[config.mk]
export PLATFORM = sky130hd
export DESIGN_NAME = irq_stat_mask_ctrl
export DESIGN_NICKNAME = d
export VERILOG_FILES = /design/src/rtl/irq_ctrl_pkg.sv /design/src/rtl/irq_bus_decode.sv /design/src/rtl/irq_status_reg.sv /design/src/rtl/irq_mask_reg.sv /design/src/rtl/irq_req_gen.sv /design/src/rtl/irq_stat_mask_ctrl.sv
export SDC_FILE = /design/constraint.sdc
export NUM_CORES = 1
export LEC_CHECK = 0
export ABC_AREA = 1
export BUFFER_PORTS_ARGS = -buffer_cell sky130_fd_sc_hd__clkbuf_2
export CORE_AREA = 2 2 126 98
export CTS_CLUSTER_SIZE = 28
export DETAILED_ROUTE_END_ITERATION = 10
export DIE_AREA = 0 0 128 100
export MAX_ROUTING_LAYER = met4
export PLACE_DENSITY = 0.81
export SLEW_MARGIN = 20
export SYNTH_ARGS = -nofsm -noshare
export SYNTH_HDL_FRONTEND = slang
export SYNTH_HIERARCHICAL = 1
export SYNTH_SLANG_ARGS = --single-unit
[constraint.sdc]
create_clock -name clk -period 3.76 [get_ports clk]
set_input_delay 0.376 -clock clk [delete_from_list [all_inputs] [get_ports clk]]
set_output_delay 0.376 -clock clk [all_outputs]
set_load 0.05 [all_outputs]
[src/rtl/irq_ctrl_pkg.sv]
package irq_ctrl_pkg;

  typedef enum logic {
    SZ_HALF = 1'b0,
    SZ_WORD = 1'b1
  } bus_size_e;

  typedef enum logic [1:0] {
    SEL_NONE   = 2'd0,
    SEL_STATUS = 2'd1,
    SEL_MASK   = 2'd2
  } reg_sel_e;

endpackage

[src/rtl/irq_bus_decode.sv]
module irq_bus_decode
  import irq_ctrl_pkg::*;
#(
  parameter int unsigned ADDR_W = 12,
  parameter int unsigned DATA_W = 32,
  parameter logic [ADDR_W-1:0] STAT_OFS = 12'h070,
  parameter logic [ADDR_W-1:0] MASK_OFS = 12'h074
) (
  input  logic              bus_valid,
  input  logic              bus_write,
  input  logic              bus_size,
  input  logic [ADDR_W-1:0] bus_addr,
  output reg_sel_e          sel,
  output logic              wr_stat,
  output logic              wr_mask,
  output logic [DATA_W-1:0] lanes
);

  localparam int unsigned HALF_W = DATA_W / 2;

  bus_size_e size_e;

  always_comb begin
    size_e = bus_size_e'(bus_size);
    if (bus_addr == STAT_OFS) begin
      sel = SEL_STATUS;
    end else if (bus_addr == MASK_OFS) begin
      sel = SEL_MASK;
    end else begin
      sel = SEL_NONE;
    end
    wr_stat = bus_valid && bus_write && (sel == SEL_STATUS);
    wr_mask = bus_valid && bus_write && (sel == SEL_MASK);
  end

  // Per-bit lane enable: the lower half is always reachable, the upper half only by word access
  for (genvar b = 0; b < DATA_W; b++) begin : g_lane
    if (b < HALF_W) begin : g_low
      assign lanes[b] = 1'b1;
    end else begin : g_high
      assign lanes[b] = (size_e == SZ_WORD);
    end
  end

endmodule

[src/rtl/irq_status_reg.sv]
module irq_status_reg #(
  parameter int unsigned DATA_W = 32,
  parameter logic [DATA_W-1:0] LEVEL_MASK = 32'h0000_0280
) (
  input  logic              clk,
  input  logic              rst_n,
  input  logic              wr_en,
  input  logic [DATA_W-1:0] lanes,
  input  logic [DATA_W-1:0] wdata,
  input  logic [DATA_W-1:0] mask_q,
  input  logic [DATA_W-1:0] src_set,
  input  logic [DATA_W-1:0] src_level,
  output logic [DATA_W-1:0] status_q,
  output logic [DATA_W-1:0] status_d
);

  logic [DATA_W-1:0] reasserted;
  logic [DATA_W-1:0] acked;
  logic [DATA_W-1:0] kept;

  always_comb begin
    // held level sources are set again before the acknowledge is applied
    reasserted = status_q | (src_level & LEVEL_MASK);
    acked      = reasserted & mask_q & wdata;
    if (wr_en) begin
      kept = (acked & lanes) | (status_q & ~lanes);
    end else begin
      kept = status_q;
    end
    // new events win over a clear in the same cycle
    status_d = kept | src_set;
  end

  always_ff @(posedge clk or negedge rst_n) begin
    if (!rst_n) begin
      status_q <= '0;
    end else begin
      status_q <= status_d;
    end
  end

endmodule

[src/rtl/irq_mask_reg.sv]
module irq_mask_reg #(
  parameter int unsigned DATA_W = 32
) (
  input  logic              clk,
  input  logic              rst_n,
  input  logic              wr_en,
  input  logic [DATA_W-1:0] lanes,
  input  logic [DATA_W-1:0] wdata,
  output logic [DATA_W-1:0] mask_q,
  output logic [DATA_W-1:0] mask_d
);

  always_comb begin
    if (wr_en) begin
      mask_d = (mask_q & ~lanes) | (wdata & lanes);
    end else begin
      mask_d = mask_q;
    end
  end

  always_ff @(posedge clk or negedge rst_n) begin
    if (!rst_n) begin
      mask_q <= '0;
    end else if (wr_en) begin
      mask_q <= mask_d;
    end
  end

endmodule

[src/rtl/irq_req_gen.sv]
module irq_req_gen #(
  parameter int unsigned DATA_W = 32
) (
  input  logic              clk,
  input  logic              rst_n,
  input  logic              mask_wr,
  input  logic [DATA_W-1:0] status_q,
  input  logic [DATA_W-1:0] status_d,
  input  logic [DATA_W-1:0] mask_d,
  output logic              irq_req,
  output logic              recheck_evt
);

  logic irq_d;
  logic evt_d;

  always_comb begin
    irq_d = |(status_d & mask_d);
    // the re-check uses the pending value seen by the enable write itself
    evt_d = mask_wr && (|(status_q & mask_d));
  end

  always_ff @(posedge clk or negedge rst_n) begin
    if (!rst_n) begin
      irq_req     <= 1'b0;
      recheck_evt <= 1'b0;
    end else begin
      irq_req     <= irq_d;
      recheck_evt <= evt_d;
    end
  end

endmodule

[src/rtl/irq_stat_mask_ctrl.sv]
module irq_stat_mask_ctrl
  import irq_ctrl_pkg::*;
#(
  parameter int unsigned ADDR_W = 12,
  parameter int unsigned DATA_W = 32,
  parameter logic [ADDR_W-1:0] STAT_OFS = 12'h070,
  parameter logic [ADDR_W-1:0] MASK_OFS = 12'h074,
  parameter logic [DATA_W-1:0] LEVEL_MASK = 32'h0000_0280
) (
  input  logic              clk,
  input  logic              rst_n,
  input  logic              bus_valid,
  input  logic              bus_write,
  input  logic              bus_size,
  input  logic [ADDR_W-1:0] bus_addr,
  input  logic [DATA_W-1:0] bus_wdata,
  output logic [DATA_W-1:0] bus_rdata,
  input  logic [DATA_W-1:0] src_set,
  input  logic [DATA_W-1:0] src_level,
  output logic              irq_req,
  output logic              recheck_evt
);

  logic [1:0]        rst_sync_q;
  logic              rst_sync_n;
  reg_sel_e          sel;
  logic              wr_stat;
  logic              wr_mask;
  logic [DATA_W-1:0] lanes;
  logic [DATA_W-1:0] status_q;
  logic [DATA_W-1:0] status_d;
  logic [DATA_W-1:0] mask_q;
  logic [DATA_W-1:0] mask_d;

  // asynchronous assertion, synchronous release
  always_ff @(posedge clk or negedge rst_n) begin
    if (!rst_n) begin
      rst_sync_q <= 2'b00;
    end else begin
      rst_sync_q <= {rst_sync_q[0], 1'b1};
    end
  end
  assign rst_sync_n = rst_sync_q[1];

  irq_bus_decode #(
    .ADDR_W  (ADDR_W),
    .DATA_W  (DATA_W),
    .STAT_OFS(STAT_OFS),
    .MASK_OFS(MASK_OFS)
  ) u_dec (
    .bus_valid(bus_valid),
    .bus_write(bus_write),
    .bus_size (bus_size),
    .bus_addr (bus_addr),
    .sel      (sel),
    .wr_stat  (wr_stat),
    .wr_mask  (wr_mask),
    .lanes    (lanes)
  );

  irq_status_reg #(
    .DATA_W    (DATA_W),
    .LEVEL_MASK(LEVEL_MASK)
  ) u_stat (
    .clk      (clk),
    .rst_n    (rst_sync_n),
    .wr_en    (wr_stat),
    .lanes    (lanes),
    .wdata    (bus_wdata),
    .mask_q   (mask_q),
    .src_set  (src_set),
    .src_level(src_level),
    .status_q (status_q),
    .status_d (status_d)
  );

  irq_mask_reg #(
    .DATA_W(DATA_W)
  ) u_mask (
    .clk   (clk),
    .rst_n (rst_sync_n),
    .wr_en (wr_mask),
    .lanes (lanes),
    .wdata (bus_wdata),
    .mask_q(mask_q),
    .mask_d(mask_d)
  );

  irq_req_gen #(
    .DATA_W(DATA_W)
  ) u_req (
    .clk        (clk),
    .rst_n      (rst_sync_n),
    .mask_wr    (wr_mask),
    .status_q   (status_q),
    .status_d   (status_d),
    .mask_d     (mask_d),
    .irq_req    (irq_req),
    .recheck_evt(recheck_evt)
  );

  // combinational read path, narrowed by the access lanes
  always_comb begin
    bus_rdata = '0;
    if (bus_valid && !bus_write) begin
      case (sel)
        SEL_STATUS: bus_rdata = status_q & lanes;
        SEL_MASK:   bus_rdata = mask_q & lanes;
        default:    bus_rdata = '0;
      endcase
    end
  end

endmodule

==> results <==
- The run finished with clean final reports.
- The utilization of the core after routing is between 50% and 60%.
- The capture point of the worst path is bus_rdata[28].
- The final count of hold timing violations is 0.
- The delay of the slowest cell on the worst path is approximately 900 ps.
- The worst setup path is captured at a primary output.
- In this run the tightest slew margin relative to its limit is a little under two fifths.
- Tracing the worst setup path back leads to its startpoint at bus_addr[7].
- In this run the power density over the cells is 255 nW/um^2.
- The die covers 12800 sq um.
- In this run the static leakage power is approximately 5.0 nW.
- The global placement routability congestion is 0.857.
- In this run the vertical extent of the chip is 100 um.
- During placement, the flow inserted port buffers numbering between 100 and 150.
- The overall die width is between 100 and 150 um.
- At the worst endpoint, the required time is between 3000 and 4000 ps.
- Counting distinct cell types in the post-synthesis netlist gives 19.
- The worst-case clock skew is approximately 5.8 ps.
- The first global-routing pass estimated approximately 23 mm of wire.
- The total inserted antenna cells is 0.
- The design internal power is roughly 1.2 mW.
- The number of clock buffers added by TritonCTS is 9.
- The first routing iteration left roughly 300 violations.
- The slowest cell on the critical path is sky130_fd_sc_hd__ha_1.
- The via count of the first global-routing pass is 5039.
- In this run the cell area of the synthesized design comes to between 5000 and 6000 sq um.
- Using the TritonRoute via totals, the vias-per-cell ratio works out to 4.38.
- Summed over all failing endpoints, the final setup total negative slack is 0 ps.
- The slew at the pin closest to its max-slew limit is 945 ps.
- The signal on the critical path passes through clkbuf_2 -> inv_1 -> nand2_1 -> nor2_4 -> nand3_2 -> inv_1 -> inv_1 -> ha_1 -> buf_4 -> nor2_1 -> nand2_1 -> nor2_1 -> clkbuf_2.
- The H-tree was split into 3 levels.
- Summing over every cut layer, the via total after detailed routing is 5599.
- In this run the deepest clock path goes through 2 buffers.
- The type of the tightest min-delay check is input port to register.
- After floorplanning, the core was sized to cover roughly 12000 sq um.
- CTS saw between 60 and 70 sinks.
- The post-synthesis instance total is 1030.
- The number of antenna violations at the first check in global routing came to 0.
- Based on the critical path, the design can be clocked at up to between 300 and 400 MHz.
- The most numerous cell type found on the critical path is sky130_fd_sc_hd__inv_1.
- Setup repair after global routing left no endpoint under its margin.
- For this run, the number of Yosys warnings is 6.
- Sequential cells account for a little under half of the total power.
- The routed design has about 14 mm of wire.
- During I/O placement, the number of pins put on the boundary was around 150.
- TritonCTS built the clock tree.
- Combinational logic is responsible for approximately 7.5% of the overall power.
- The number of max-slew violations in the final report was 0.
- The ratio of final minimum period to clock period is between 70 and 80%.
- The minimum setup slack among reg-to-reg paths is ~2300 ps.
- The clock share of power is 47.0%.
- The detail-routed net length per standard cell is approximately 11 um.
- Entering global routing, the biggest net connects 56 pins.
- The cell depth of the worst flop-to-flop path is 7.
- For this run, the post-layout net count is between 1000 and 1500.
- The completed layout was analyzed and its total power is roughly 1.6 mW.
- The most common library cell in the layout ignoring fill and taps is sky130_fd_sc_hd__nand2_1.
- Along the worst path, the maximum fanout reaches 21.
- Detailed placement finished with a half-perimeter wire length of about 10 mm.
- The total number of placement rows is 35.
- For this run the aggregate overflow at the end of global routing stands at 0.
- The number of flip-flops and latches in the synthesized netlist is 68.
- Data arrives at the worst endpoint at 2550 ps.
- For this run, the detailed router's first-pass iteration total came to 5.
- The fraction of final layout cells sized beyond drive strength 1 is between 10% and 20%.
- The number of design rule violations left after detail routing is 0.
- Together, buffers and inverters on the worst path number 6.
- IR analysis of the VDD net gives a maximum drop of ~170 uV.
- Across every metal layer, demand over resource in global routing totals roughly a quarter.
- The tree is rooted in a sky130_fd_sc_hd__clkbuf_16.
- The cell type group with the largest total delay on the critical path is adder cells.
- Of the total power, the share spent switching nets is a little under a quarter.
- The kind of launch point of the worst setup path is an input port.
- The beginning of the worst register-to-register path is u_stat/status_q[9].
- The mean instance size in the synthesized netlist is 5.49 sq um.
- The post-synthesis to final-layout area growth is 13.4%.
- Across the run, the number of max-cap violations was 0.
- The post-route antenna net violation count is 0.
- The number of stages on the worst setup path is 13.
- The terminus of the critical flop-to-flop path is u_req/irq_req.
- In the layout the commonest cells are sky130_fd_sc_hd__nand2_1 (471), sky130_fd_sc_hd__inv_1 (292), sky130_fd_sc_hd__clkbuf_2 (116), sky130_fd_sc_hd__nor2_1 (82), sky130_fd_sc_hd__dfrtp_1 (67).
- The critical path is of the input port to primary output type.
- Setup violations remaining at the end of the flow were counted as 0.
- The initial utilization of the core area, before any placement, comes to between 40% and 50%.
- Counting I/O delays and the setup requirement, the final critical path takes around 2900 ps.
- The share of synthesized area occupied by flip-flops and latches is 30.1%.
- The net switching power figure is 0.393 mW.
- At the later pin of the worst-skew pair, clock insertion delay measures ~330 ps.
- In this run, post-CTS repair resized a total of 0 instances.
- The clock transition at the register clock pins on the worst setup and hold paths after CTS is 50 ps.
## final cells by class
type / count / area [sq um]
Fill cell: 1235 / 5320
Timing Repair Buffer: 125 / 663
Multi-Input combinational cell: 627 / 2480
Sequential cell: 68 / 1710
Inverter: 295 / 1110
Clock inverter: 4 / 25.0
Clock buffer: 12 / 246
Tap cell: 148 / 185
## synthesized netlist by cell type, drive strengths merged
library cell | instances | area (sq um)
nand2 | 472 | 1770
nand4 | 9 | 56.3
or2 | 2 | 12.5
inv | 295 | 1110
buf | 55 | 428
nand3 | 34 | 180
a21oi | 3 | 15.0
conb | 2 | 7.51
ha | 1 | 12.5
nor2 | 88 | 355
dfrtp | 68 | 1700
and2 | 1 | 8.76
## how the worst min path moves through the flow
| stage | from | endpoint | slack (ps) | cells after the start |
|---|---|---|---|---|
| 2_1_floorplan | rst_n | rst_sync_q[0] | 80 | 0 |
| 3_3_place_gp | rst_n | rst_sync_q[0] | 160 | 1 |
| 3_5_place_dp | rst_n | rst_sync_q[0] | 160 | 1 |
| 4_1_cts | src_set[28] | u_stat/status_q[28] | 250 | 3 |
| 5_1_grt | src_set[4] | u_stat/status_q[4] | 260 | 3 |
| 6_report | src_set[28] | u_stat/status_q[28] | 250 | 3 |
## power by group through the flow
stage                     Clock, mW  Combinational (mW)  Sequential [mW]
after floorplan                   0              0.0767            0.757
after CTS                     0.790               0.122            0.745
after global placement            0               0.120            0.758
after detailed placement          0               0.120            0.758
final                         0.770               0.123            0.745
after global routing          0.817               0.140            0.746
## registers in the layout (all words and copies together), names as in the netlist
name,flops
u_stat/status_q,32
rst_sync_q,2
u_req/irq_req,1
u_req/recheck_evt,1
u_mask/mask_q,32
## worst reg2reg max path, stage by stage, from the launching register on
cell and delay [ps]:
sky130_fd_sc_hd__dfrtp_1 400, sky130_fd_sc_hd__or2_2 280, sky130_fd_sc_hd__nand2_1 70, sky130_fd_sc_hd__nand2_1 70, sky130_fd_sc_hd__nand2_1 100, sky130_fd_sc_hd__nand4_1 130
sky130_fd_sc_hd__nor2_1 160, sky130_fd_sc_hd__nand4_1 100
## stage by stage
step	hold WS [ps]	cells	worst slack [ps]	cell area [sq um]
after floorplan	80.4	1045	1330	5720
after global placement	164	1262	842	6130
after detailed placement	164	1262	825	6130
after CTS	245	1279	822	6410
after global routing	256	1279	660	6420
final	253	1279	836	6420
## repair_timing
item / 4_1_cts / 5_1_grt
hold endpoints to repair: 2 / 0
hold buffers: 1 / 0
endpoints found under the setup margin: 0 / 0
setup buffers: 0 / 0
## layer usage
layer | routed length (um) | global-route usage [%] | up-vias
met5 | 0 | - | -
met1 | 6630 | 32.2 | 2409
met3 | 1010 | 4.26 | 15
met2 | 6180 | 36.4 | 182
li1 | - | - | 2993
met4 | 152 | 6.00 | 0
## cell families (layout without fill, tap and decap cells)
logic type,count (synthesis),count (layout),synth area share (%)
adder cells (fa/ha/maj),1,1,0.221
flip-flops,68,68,30.1
AO/OA/AOI/OAI,3,3,0.265
AND/OR/NAND/NOR,606,606,42.2
buffers and inverters,350,436,27.1
other,2,17,0.133
No activity file was read; power rests on OpenSTA's default activity.
